===== src/rtl/bd_pkg.sv =====
package bd_pkg;
  typedef enum logic [1:0] {
    BK_CSR  = 2'd0,
    BK_XDAT = 2'd1,
    BK_YDAT = 2'd2,
    BK_SCR  = 2'd3
  } bank_e;

  localparam int OFS_CMD  = 0;
  localparam int OFS_STAT = 1;
  localparam int OFS_CFG  = 2;
  localparam int OFS_VER  = 3;
  localparam int OFS_XREM = 4;
  localparam int OFS_YREM = 5;

  localparam int CMD_SIDE    = 31;
  localparam int CMD_MSEL    = 30;
  localparam int CMD_CNT_LSB = 16;

  localparam int ST_BUSY0 = 0;
  localparam int ST_ERR   = 2;
  localparam int ST_OVR   = 3;
  localparam int ST_CFG   = 4;
endpackage


===== src/rtl/bd_chan.sv =====
module bd_chan #(
  parameter int MEM_AW = 12,
  parameter int CNT_W  = 12
) (
  input  logic              clk,
  input  logic              rst_n,
  input  logic              arm,
  input  logic              arm_msel,
  input  logic [MEM_AW-1:0] arm_base,
  input  logic [CNT_W-1:0]  arm_cnt,
  input  logic              step,
  output logic              busy,
  output logic              msel,
  output logic [MEM_AW-1:0] addr,
  output logic [CNT_W-1:0]  remain
);
  logic              busy_q, busy_d, msel_q, msel_d;
  logic [MEM_AW-1:0] addr_q, addr_d;
  logic [CNT_W-1:0]  rem_q, rem_d;
  logic              en;

  assign en = arm | step;

  always_comb begin
    busy_d = busy_q;
    msel_d = msel_q;
    addr_d = addr_q;
    rem_d  = rem_q;
    if (arm && !busy_q) begin
      if (arm_cnt != '0) begin
        busy_d = 1'b1;
        msel_d = arm_msel;
        addr_d = arm_base;
        rem_d  = arm_cnt;
      end
    end else if (step && busy_q) begin
      addr_d = addr_q + 1'b1;
      rem_d  = rem_q - 1'b1;
      if (rem_q == CNT_W'(1)) busy_d = 1'b0;
    end
  end

  always_ff @(posedge clk or negedge rst_n) begin
    if (!rst_n) begin
      busy_q <= 1'b0;
      msel_q <= 1'b0;
      addr_q <= '0;
      rem_q  <= '0;
    end else if (en) begin
      busy_q <= busy_d;
      msel_q <= msel_d;
      addr_q <= addr_d;
      rem_q  <= rem_d;
    end
  end

  assign busy   = busy_q;
  assign msel   = msel_q;
  assign addr   = addr_q;
  assign remain = rem_q;
endmodule


===== src/rtl/bd_scratch.sv =====
module bd_scratch #(
  parameter int DW = 32,
  parameter int AW = 6
) (
  input  logic          clk,
  input  logic          we,
  input  logic [AW-1:0] waddr,
  input  logic [DW-1:0] wdata,
  input  logic [AW-1:0] raddr,
  output logic [DW-1:0] rdata
);
  localparam int DEPTH = 1 << AW;
  logic [DW-1:0] ram [DEPTH];

  always_ff @(posedge clk) begin
    if (we) ram[waddr] <= wdata;
  end

  assign rdata = ram[raddr];
endmodule


===== src/rtl/bd_csr.sv =====
module bd_csr (
  input  logic       clk,
  input  logic       rst_n,
  input  logic [2:0] set,
  input  logic [2:0] clr,
  output logic [2:0] sticky
);
  logic [2:0] q, d;
  logic       en;

  assign en = (set != 3'b0) || (clr != 3'b0);

  always_comb d = (q & ~clr) | set;

  always_ff @(posedge clk or negedge rst_n) begin
    if (!rst_n) q <= 3'b0;
    else if (en) q <= d;
  end

  assign sticky = q;
endmodule


===== src/rtl/bd_top.sv =====
module bd_top
  import bd_pkg::*;
#(
  parameter int          DW      = 32,
  parameter int          OFF_W   = 8,
  parameter int          MEM_AW  = 12,
  parameter int          CNT_W   = 12,
  parameter int          SCR_AW  = 6,
  parameter logic [31:0] VERSION = 32'h0001_0004
) (
  input  logic                  clk,
  input  logic                  rst_n,
  input  logic                  hst_wr,
  input  logic                  hst_rd,
  input  logic [OFF_W+1:0]      hst_addr,
  input  logic [DW-1:0]         hst_wdata,
  output logic [DW-1:0]         hst_rdata,
  output logic                  hst_rvalid,
  output logic                  mem_we,
  output logic                  mem_re,
  output logic                  mem_side,
  output logic                  mem_bsel,
  output logic [MEM_AW-1:0]     mem_addr,
  output logic [DW-1:0]         mem_wdata,
  input  logic [DW-1:0]         mem_rdata,
  output logic                  cfg_valid,
  output logic [DW-1:0]         cfg_data
);
  localparam int HA_W   = OFF_W + 2;
  localparam int NCHAN  = 2;

  logic [1:0] rst_sync_q;
  logic       rst_sync_n;

  always_ff @(posedge clk or negedge rst_n) begin
    if (!rst_n) rst_sync_q <= 2'b00;
    else        rst_sync_q <= {rst_sync_q[0], 1'b1};
  end
  assign rst_sync_n = rst_sync_q[1];

  bank_e            bank;
  logic [OFF_W-1:0] off;
  logic             wr, rd, acc, csr_wr, cmd_wr, cmd_side;

  assign bank   = bank_e'(hst_addr[HA_W-1 -: 2]);
  assign off    = hst_addr[OFF_W-1:0];
  assign wr     = hst_wr;
  assign rd     = hst_rd & ~hst_wr;
  assign acc    = wr | rd;
  assign csr_wr = wr && (bank == BK_CSR);
  assign cmd_wr = csr_wr && (off == OFF_W'(OFS_CMD));
  assign cmd_side = hst_wdata[CMD_SIDE];

  logic [NCHAN-1:0]  busy, msel, arm, step, win;
  logic [MEM_AW-1:0] ch_addr [NCHAN];
  logic [CNT_W-1:0]  ch_rem  [NCHAN];

  for (genvar i = 0; i < NCHAN; i++) begin : g_chan
    assign win[i]  = acc && (bank == bank_e'(i + 1));
    assign step[i] = win[i] & busy[i];
    assign arm[i]  = cmd_wr && (cmd_side == 1'(i));
    bd_chan #(.MEM_AW(MEM_AW), .CNT_W(CNT_W)) u_chan (
      .clk      (clk),
      .rst_n    (rst_sync_n),
      .arm      (arm[i]),
      .arm_msel (hst_wdata[CMD_MSEL]),
      .arm_base (hst_wdata[MEM_AW-1:0]),
      .arm_cnt  (hst_wdata[CMD_CNT_LSB +: CNT_W]),
      .step     (step[i]),
      .busy     (busy[i]),
      .msel     (msel[i]),
      .addr     (ch_addr[i]),
      .remain   (ch_rem[i])
    );
  end

  logic       data_miss, ovr_set;
  logic [2:0] st_set, st_clr, sticky;

  assign data_miss = |(win & ~busy);
  assign ovr_set   = cmd_wr && busy[cmd_side];
  assign st_set    = {cfg_valid, ovr_set, data_miss};
  assign st_clr    = (csr_wr && off == OFF_W'(OFS_STAT)) ? hst_wdata[ST_ERR +: 3] : 3'b0;

  bd_csr u_csr (
    .clk    (clk),
    .rst_n  (rst_sync_n),
    .set    (st_set),
    .clr    (st_clr),
    .sticky (sticky)
  );

  logic err, ovr;
  assign err = sticky[0];
  assign ovr = sticky[1];

  logic [DW-1:0] scr_q;
  bd_scratch #(.DW(DW), .AW(SCR_AW)) u_scr (
    .clk   (clk),
    .we    (wr && bank == BK_SCR),
    .waddr (off[SCR_AW-1:0]),
    .wdata (hst_wdata),
    .raddr (off[SCR_AW-1:0]),
    .rdata (scr_q)
  );

  assign mem_side  = (bank == BK_YDAT);
  assign mem_bsel  = msel[mem_side];
  assign mem_addr  = ch_addr[mem_side];
  assign mem_wdata = hst_wdata;
  assign mem_we    = wr & |step;
  assign mem_re    = rd & |step;
  assign cfg_valid = csr_wr && (off == OFF_W'(OFS_CFG));
  assign cfg_data  = hst_wdata;

  logic [DW-1:0] status, rd_mux;
  always_comb begin
    status = '0;
    status[ST_BUSY0 +: NCHAN] = busy;
    status[ST_ERR +: 3]       = sticky;
  end

  always_comb begin
    rd_mux = '0;
    unique case (bank)
      BK_CSR: begin
        if      (off == OFF_W'(OFS_STAT)) rd_mux = status;
        else if (off == OFF_W'(OFS_VER))  rd_mux = DW'(VERSION);
        else if (off == OFF_W'(OFS_XREM)) rd_mux = DW'(ch_rem[0]);
        else if (off == OFF_W'(OFS_YREM)) rd_mux = DW'(ch_rem[1]);
      end
      BK_XDAT: if (busy[0]) rd_mux = mem_rdata;
      BK_YDAT: if (busy[1]) rd_mux = mem_rdata;
      default: rd_mux = scr_q;
    endcase
  end

  logic [DW-1:0] rdata_q;
  logic          rvalid_q;
  always_ff @(posedge clk or negedge rst_sync_n) begin
    if (!rst_sync_n) begin
      rdata_q  <= '0;
      rvalid_q <= 1'b0;
    end else begin
      rvalid_q <= rd;
      if (rd) rdata_q <= rd_mux;
    end
  end

  assign hst_rdata  = rdata_q;
  assign hst_rvalid = rvalid_q;
endmodule


===== config.mk =====
export PLATFORM = sky130hd
export DESIGN_NAME = bd_top
export DESIGN_NICKNAME = d
export VERILOG_FILES = /design/src/rtl/bd_pkg.sv /design/src/rtl/bd_chan.sv /design/src/rtl/bd_scratch.sv /design/src/rtl/bd_csr.sv /design/src/rtl/bd_top.sv
export SDC_FILE = /design/constraint.sdc
export NUM_CORES = 2
export LEC_CHECK = 0
export ABC_CLOCK_PERIOD_IN_PS = 3200
export BUFFER_PORTS_ARGS = -buffer_cell sky130_fd_sc_hd__buf_4
export CAP_MARGIN = 20
export CORE_MARGIN = 5
export CORE_UTILIZATION = 50
export CTS_BUF_LIST = sky130_fd_sc_hd__clkbuf_8
export DETAILED_ROUTE_END_ITERATION = 16
export PLACE_DENSITY = 0.73
export SKIP_CTS_REPAIR_TIMING = 1
export SLEW_MARGIN = 25
export SYNTH_ARGS = -nofsm -noshare
export SYNTH_HDL_FRONTEND = slang
export SYNTH_SLANG_ARGS = --single-unit
export TNS_END_PERCENT = 5

===== constraint.sdc =====
create_clock -name clk -period 3.2 [get_ports clk]
set_clock_uncertainty 0.15 [all_clocks]
set_input_delay 0.32 -clock clk [delete_from_list [all_inputs] [get_ports clk]]
set_output_delay 0.32 -clock clk [all_outputs]
set_load 0.01 [all_outputs]

# After elaboration in Yosys (flattened, before gate mapping)
# Memories as Yosys holds them, arrays and structs flattened.
# Cells that the tools add are included.
# classes
n_addsub	4
n_lt_le_gt_ge	3
eq_ne	12
muxes	34
bitwise	16
reduce_logical	34
# ops
op	n
$mux W12	15
$mux W32	3
$pmux W32 S3	1
$add A12 B1 Y12 const B	2
$eq A12 B1 Y1 const B	2
$sub A12 B1 Y12 const B	2
$mux W17	1
$eq A8 B2 Y1 const B	2
$eq A8 B3 Y1 const B	2
$logic_and A1 B1 Y1	14
$mux W1	13
$reduce_and A3 Y1	4
$reduce_bool A12 Y1	1
$eq A8 B1 Y1 const B	1
$logic_not A8 Y1	1
$reduce_and A4 Y1	2
$reduce_bool A2 Y1	4
$reduce_bool A3 Y1	2
$and A1 B1 Y1	5
$eq A2 B2 Y1 const B	2
$lt A1 B2 Y1 const B	2
$ne A2 B2 Y1 const B	2
$reduce_or A2 Y1	2
$and A3 B3 Y3	1
other kinds (13)	17
# totals
ff_bits	90
ramBits	2048
in_bits	78
memories	1
# mem_list
memory	depth	width	read_ports	rd_clocked_by_memory_dff	wr	line_no	source
u_scr.ram	64	32	1	0	1	bd_scratch.sv:13	logic [DW-1:0] ram [DEPTH];

# Logic depth before layout (Yosys ltp)
# logic_depth
word_depth	8
ltp_mapped	11

# Hierarchy
# From an unflattened synthesis, not the netlist that was laid out.
# hier_totals
hier_cells	3998
hier_area_um2	84237.0
# modules_own_cells
module	instances	cells_each	area_per_inst_um2	seq_area_each_um2
bd_scratch	1	3292	77874.7	61499.0
bd_chan	2	196	1795.5	650.6
bd_top	1	305	2662.6	875.8
bd_csr	1	9	108.9	75.1

# Worst setup path before layout
# Ideal clock, no wire load.
# synth_timing
kind	input -> register
start	in hst_addr[0]
end	mem u_scr.ram[20][0], enable pin
setup_ns	0.421
arrival_time_ns	3.136
setup_slack_ns	-0.507
stages	8
n_path_buf	5
path_cell_list	buf_6 > buf_4 > buf_4 > buf_4 > nor2_1 > clkbuf_1 > nand2_1 > nor2_1
# synth_rtl
element	line_no	source
from (decl)	bd_top.sv:15	input logic [OFF_W+1:0] hst_addr,
to (decl)	bd_scratch.sv:13	
# No word-level cell before the write port.

# Worst setup path in the final report
# layout_timing
start	in hst_addr[9]
end	reg rdata_q[15], in the netlist hst_rdata[15]
# layout_via
elab_chain_cells	2
word_cells_on_any_way	4
classes_between	eq/ne (2); mux (1); reduce/logical (1)
# layout_rtl
element	line_no	source
$eq A2 B2 Y1 (tied with other cells)	bd_top.sv:125	unique case (bank)
$pmux W32 S3 *	bd_top.sv:125	
to (signal assigned)	bd_top.sv:146	if (rd) rdata_q <= rd_mux;
to (decl)	bd_top.sv:138	logic [DW-1:0] rdata_q;
# Mark *: on every way between the ends. The rest lies on a longest branch, timed or not.
# A chain may end at the register's enable or synchronous reset.

==> impl_summary.md <==
Status
The flow ran to the end, but the final reports show violations. The checks that failed: hold timing.

Place
Buffers placed on the I/O ports in this run total 191. The half-perimeter wire length after placement is 142 mm. After detailed placement, the total cell area comes to 91600 µm². At the placement stage, the worst setup path has a slack of -44.5 ps. Routability-driven placement finished with a final weighted congestion of 0.928.

GRT
The initial antenna violation count is 11. Entering global routing, the biggest net connects 70 pins. The via count of the first global-routing pass was 46600.

The overflow left after global routing is 0. The total routing usage reported by global routing is 0.263. The global-route wire length before repair is 331 mm.

CTS
The TritonCTS sink count is 2138. The clock insertion delay at the later pin of the skew report is 1030 ps. The buffer levels on the longest clock path is 4. The number of buffers created by CTS is 344.

The total number of H-tree levels is 5. The CTS tree is yes. The post-CTS clock slew at the launch and capture registers of the worst setup and hold paths is 60 ps. The tree is rooted in a clkbuf_8.

Hold path
The worst hold path belongs to the class in2reg.

Finish
The total area of multi-input combinational cells is 19400 µm². For this run, the post-layout net count is 5165. The area growth from synthesis to final layout is 17.0%.

The share of layout cells above drive strength 1 is 0.286. The leading cell type in the layout, fill and taps excluded is edfxtp_1. The count of filler cells inserted in the layout is 11700. The post-layout instance area is 98700 µm². In the layout the commonest cells are 2048 x edfxtp_1, 488 x buf_4, 399 x mux4_2, 358 x clkbuf_8, 293 x mux2i_1. The sequential cells in the finished layout cover a total of 63800 µm².

Yosys
Counting distinct cell types in the post-synthesis netlist gives 66. Each instance of the synthesized netlist takes up on average 19.4 µm². The flip-flop and latch count after synthesis is 2138.

The number of synthesized flops with an enable pin is 2048. The post-synthesis instance area is 84300 µm². The gate count after technology mapping is 4344. For this run, asynchronously set or reset flops after synthesis account for 0.0421. For this run, the register share of the synthesized area comes to 0.756.

The dominant synthesized flop cell is edfxtp_1. The net count of the mapped netlist is 4428. During synthesis, Yosys emitted a total of 0 warnings.

Power and ir drop
The part of the total power dissipated in the clock network is 0.376. The sequential fraction of design power is 0.560. The power per cell area is 559 nW/µm². Internal power comes to 0.0426 W. Of the total power, combinational logic draws 0.064. Of the total power, the share spent switching nets is 0.227.

The switching power is 0.0125 W. The completed layout was analyzed and its total power is 0.0551 W. The maximum vdd drop is 0.289 mV. The leakage power of the design is 33.4 nW.

Floorplanning
The area of the placeable core is 167000 µm². The die covers 177000 µm². The width of the chip is 421 µm. The vertical die dimension is 421 µm. The number of rows created at floorplan is 150. The initial utilization of the core area, before any placement, comes to 0.504. 192 I/O pins were placed.

Setup path
The top fanout value on the critical path is 14. The slowest stage of the critical path is the nand2_1 cell. In this design, the stage delay of the slowest critical-path cell is 630 ps.

The cell seen most often among critical-path stages is buf_4. The worst setup path is of the in2reg kind. The capturing element type of the critical path is a register. STA classifies the critical path startpoint as an input port. Traced cell by cell, the critical path runs through buf_4, dlygate4sd3_1, buf_4, and2_1, nand2_1, nor2_1, a222oi_1, buf_4, nand4_1, dlygate4sd3_1.

For the worst setup path, the data required time is 3990 ps. For flop-to-flop paths, the worst setup slack is 140 ps. STA puts the critical path data arrival time at 3970 ps.

Timing
The worst slew slack as a fraction of its limit is 0.312. The final hold violation count is 2. The post-layout minimum cycle time is 3190 ps. After layout, the worst setup slack is 15.0 ps. The top achievable clock speed is 314 MHz. The transition time at the pin with the least slew margin is 1010 ps. Of the available clock period, the critical path in the final layout requires 0.995. The count of pins over their slew limit is 0. The setup TNS after final layout is 0 ps.

Setup repair after global routing left no endpoint under its margin. The minimum hold slack is -13.0 ps. Setup violations remaining at the end of the flow were counted as 0.

Route
The DRC violation count after routing is 0. The via count is 47300. The routed wire length per instance is 31.2 µm. The final routed wirelength across all metal layers is 235 mm.

The residual antenna-violating net count after detailed routing is 0. The iteration-0 DRC count of the detailed router is 5920. For this run, the detailed router's first-pass iteration total came to 7.

The via density per instance is 6.28.

Run
The number of max-cap violations is 0.
==> cells by family after synthesis <==
group	count (synthesis)	synth area share
fa+ha+maj	6	0.000890
flops	2138	0.756
compound gates	500	0.0409
buf+inv	329	0.0211
mux	725	0.146
other cells	1	0.0000445
simple gates	645	0.0354
==> layout make-up <==
| type | instances | area share |
|---|---|---|
| Multi-Input combinational cell | 1878 | 0.196 |
| Inverter | 18 | 0.000710 |
| Clock inverter | 227 | 0.0100 |
| Tap cell | 2204 | 0.0279 |
| Antenna cell | 5 | 0.000127 |
| Sequential cell | 2138 | 0.646 |
| Timing Repair Buffer | 701 | 0.0690 |
| Clock buffer | 358 | 0.0499 |
==> sequential cells by signal (all words and copies together) (netlist names) <==
name and cells:
rst_sync_q 2, g_chan.u_chan.addr 24, u_scr.ram 2048, g_chan.u_chan.remain 24, hst_rvalid 1, u_csr.sticky 3, g_chan.u_chan.busy 2, g_chan.u_chan.msel 2
hst_rdata 32
==> final timing paths <==
| check | end | from | depth (start not counted) |
|---|---|---|---|
| worst max-delay path | hst_rdata[15] | hst_addr[9] | 10 |
| worst min-delay path | hst_rdata[4] | hst_addr[9] | 6 |
| worst max register to register | hst_rdata[0] | g_chan[1].u_chan.busy | 8 |
| worst min register to register | hst_rdata[29] | rst_sync_q[1] | 0 |
| max in group asynchronous | g_chan[1].u_chan.remain[1] | rst_sync_q[1] | 2 |
| min in group asynchronous | hst_rdata[29] | rst_sync_q[1] | 0 |
==> routing by layer <==
layer / GRT usage / vias to the layer above / wire, µm
met4: 0.119 / 0 / 11900
met2: 0.414 / 2978 / 111000
met3: 0.0713 / 508 / 26400
met5: 0 / - / 0
li1: - / 19300 / -
met1: 0.348 / 24500 / 85500
==> worst max-delay path, delay by kind of cell <==
kind / cells / cell delay (ps)
buffers and inverters: 5 / 1620
AO/OA/AOI/OAI: 1 / 170
AND/OR/NAND/NOR: 4 / 1840
==> power by group through the flow <==
stage,clock network (W),logic [W],registers [W]
4_1_cts,0.0210,0.00335,0.0309
3_5_place_dp,0,0.00334,0.0315
6_report,0.0207,0.00353,0.0309
5_1_grt,0.0224,0.00369,0.0309
2_1_floorplan,0,0.00157,0.0315
3_3_place_gp,0,0.00328,0.0315
==> cell usage after synthesis (all sizes together), types with 12 or more instances <==
cell        n  area [µm²]
a2111oi    15         138
a211oi     18         135
a21oi     100         500
a221oi     19         166
a22o       12         105
a22oi     101         758
a31oi      21         131
and2       12        75.1
and3       15        93.8
buf       217        1360
clkbuf     94         353
dfrtp      90        2250
edfxtp   2048       61500
inv        16        60.1
mux2       33         372
mux2i     293        2930
mux4      399        8990
nand2     270        1010
nand3      73         365
nand4      19         119
nor2      129         484
nor2b      32         200
nor3       17        85.1
nor4       27         169
o21ai      71         355
o22ai      37         231
o31a       15         131
==> through the flow <==
step                utilization  cells
finish                    0.590   7529
global route              0.590   7526
CTS                       0.582   7408
detailed placement        0.547   6823
global placement          0.547   6823
floorplan                     -   4344
Note: power is estimated with default switching activity, not from simulation.
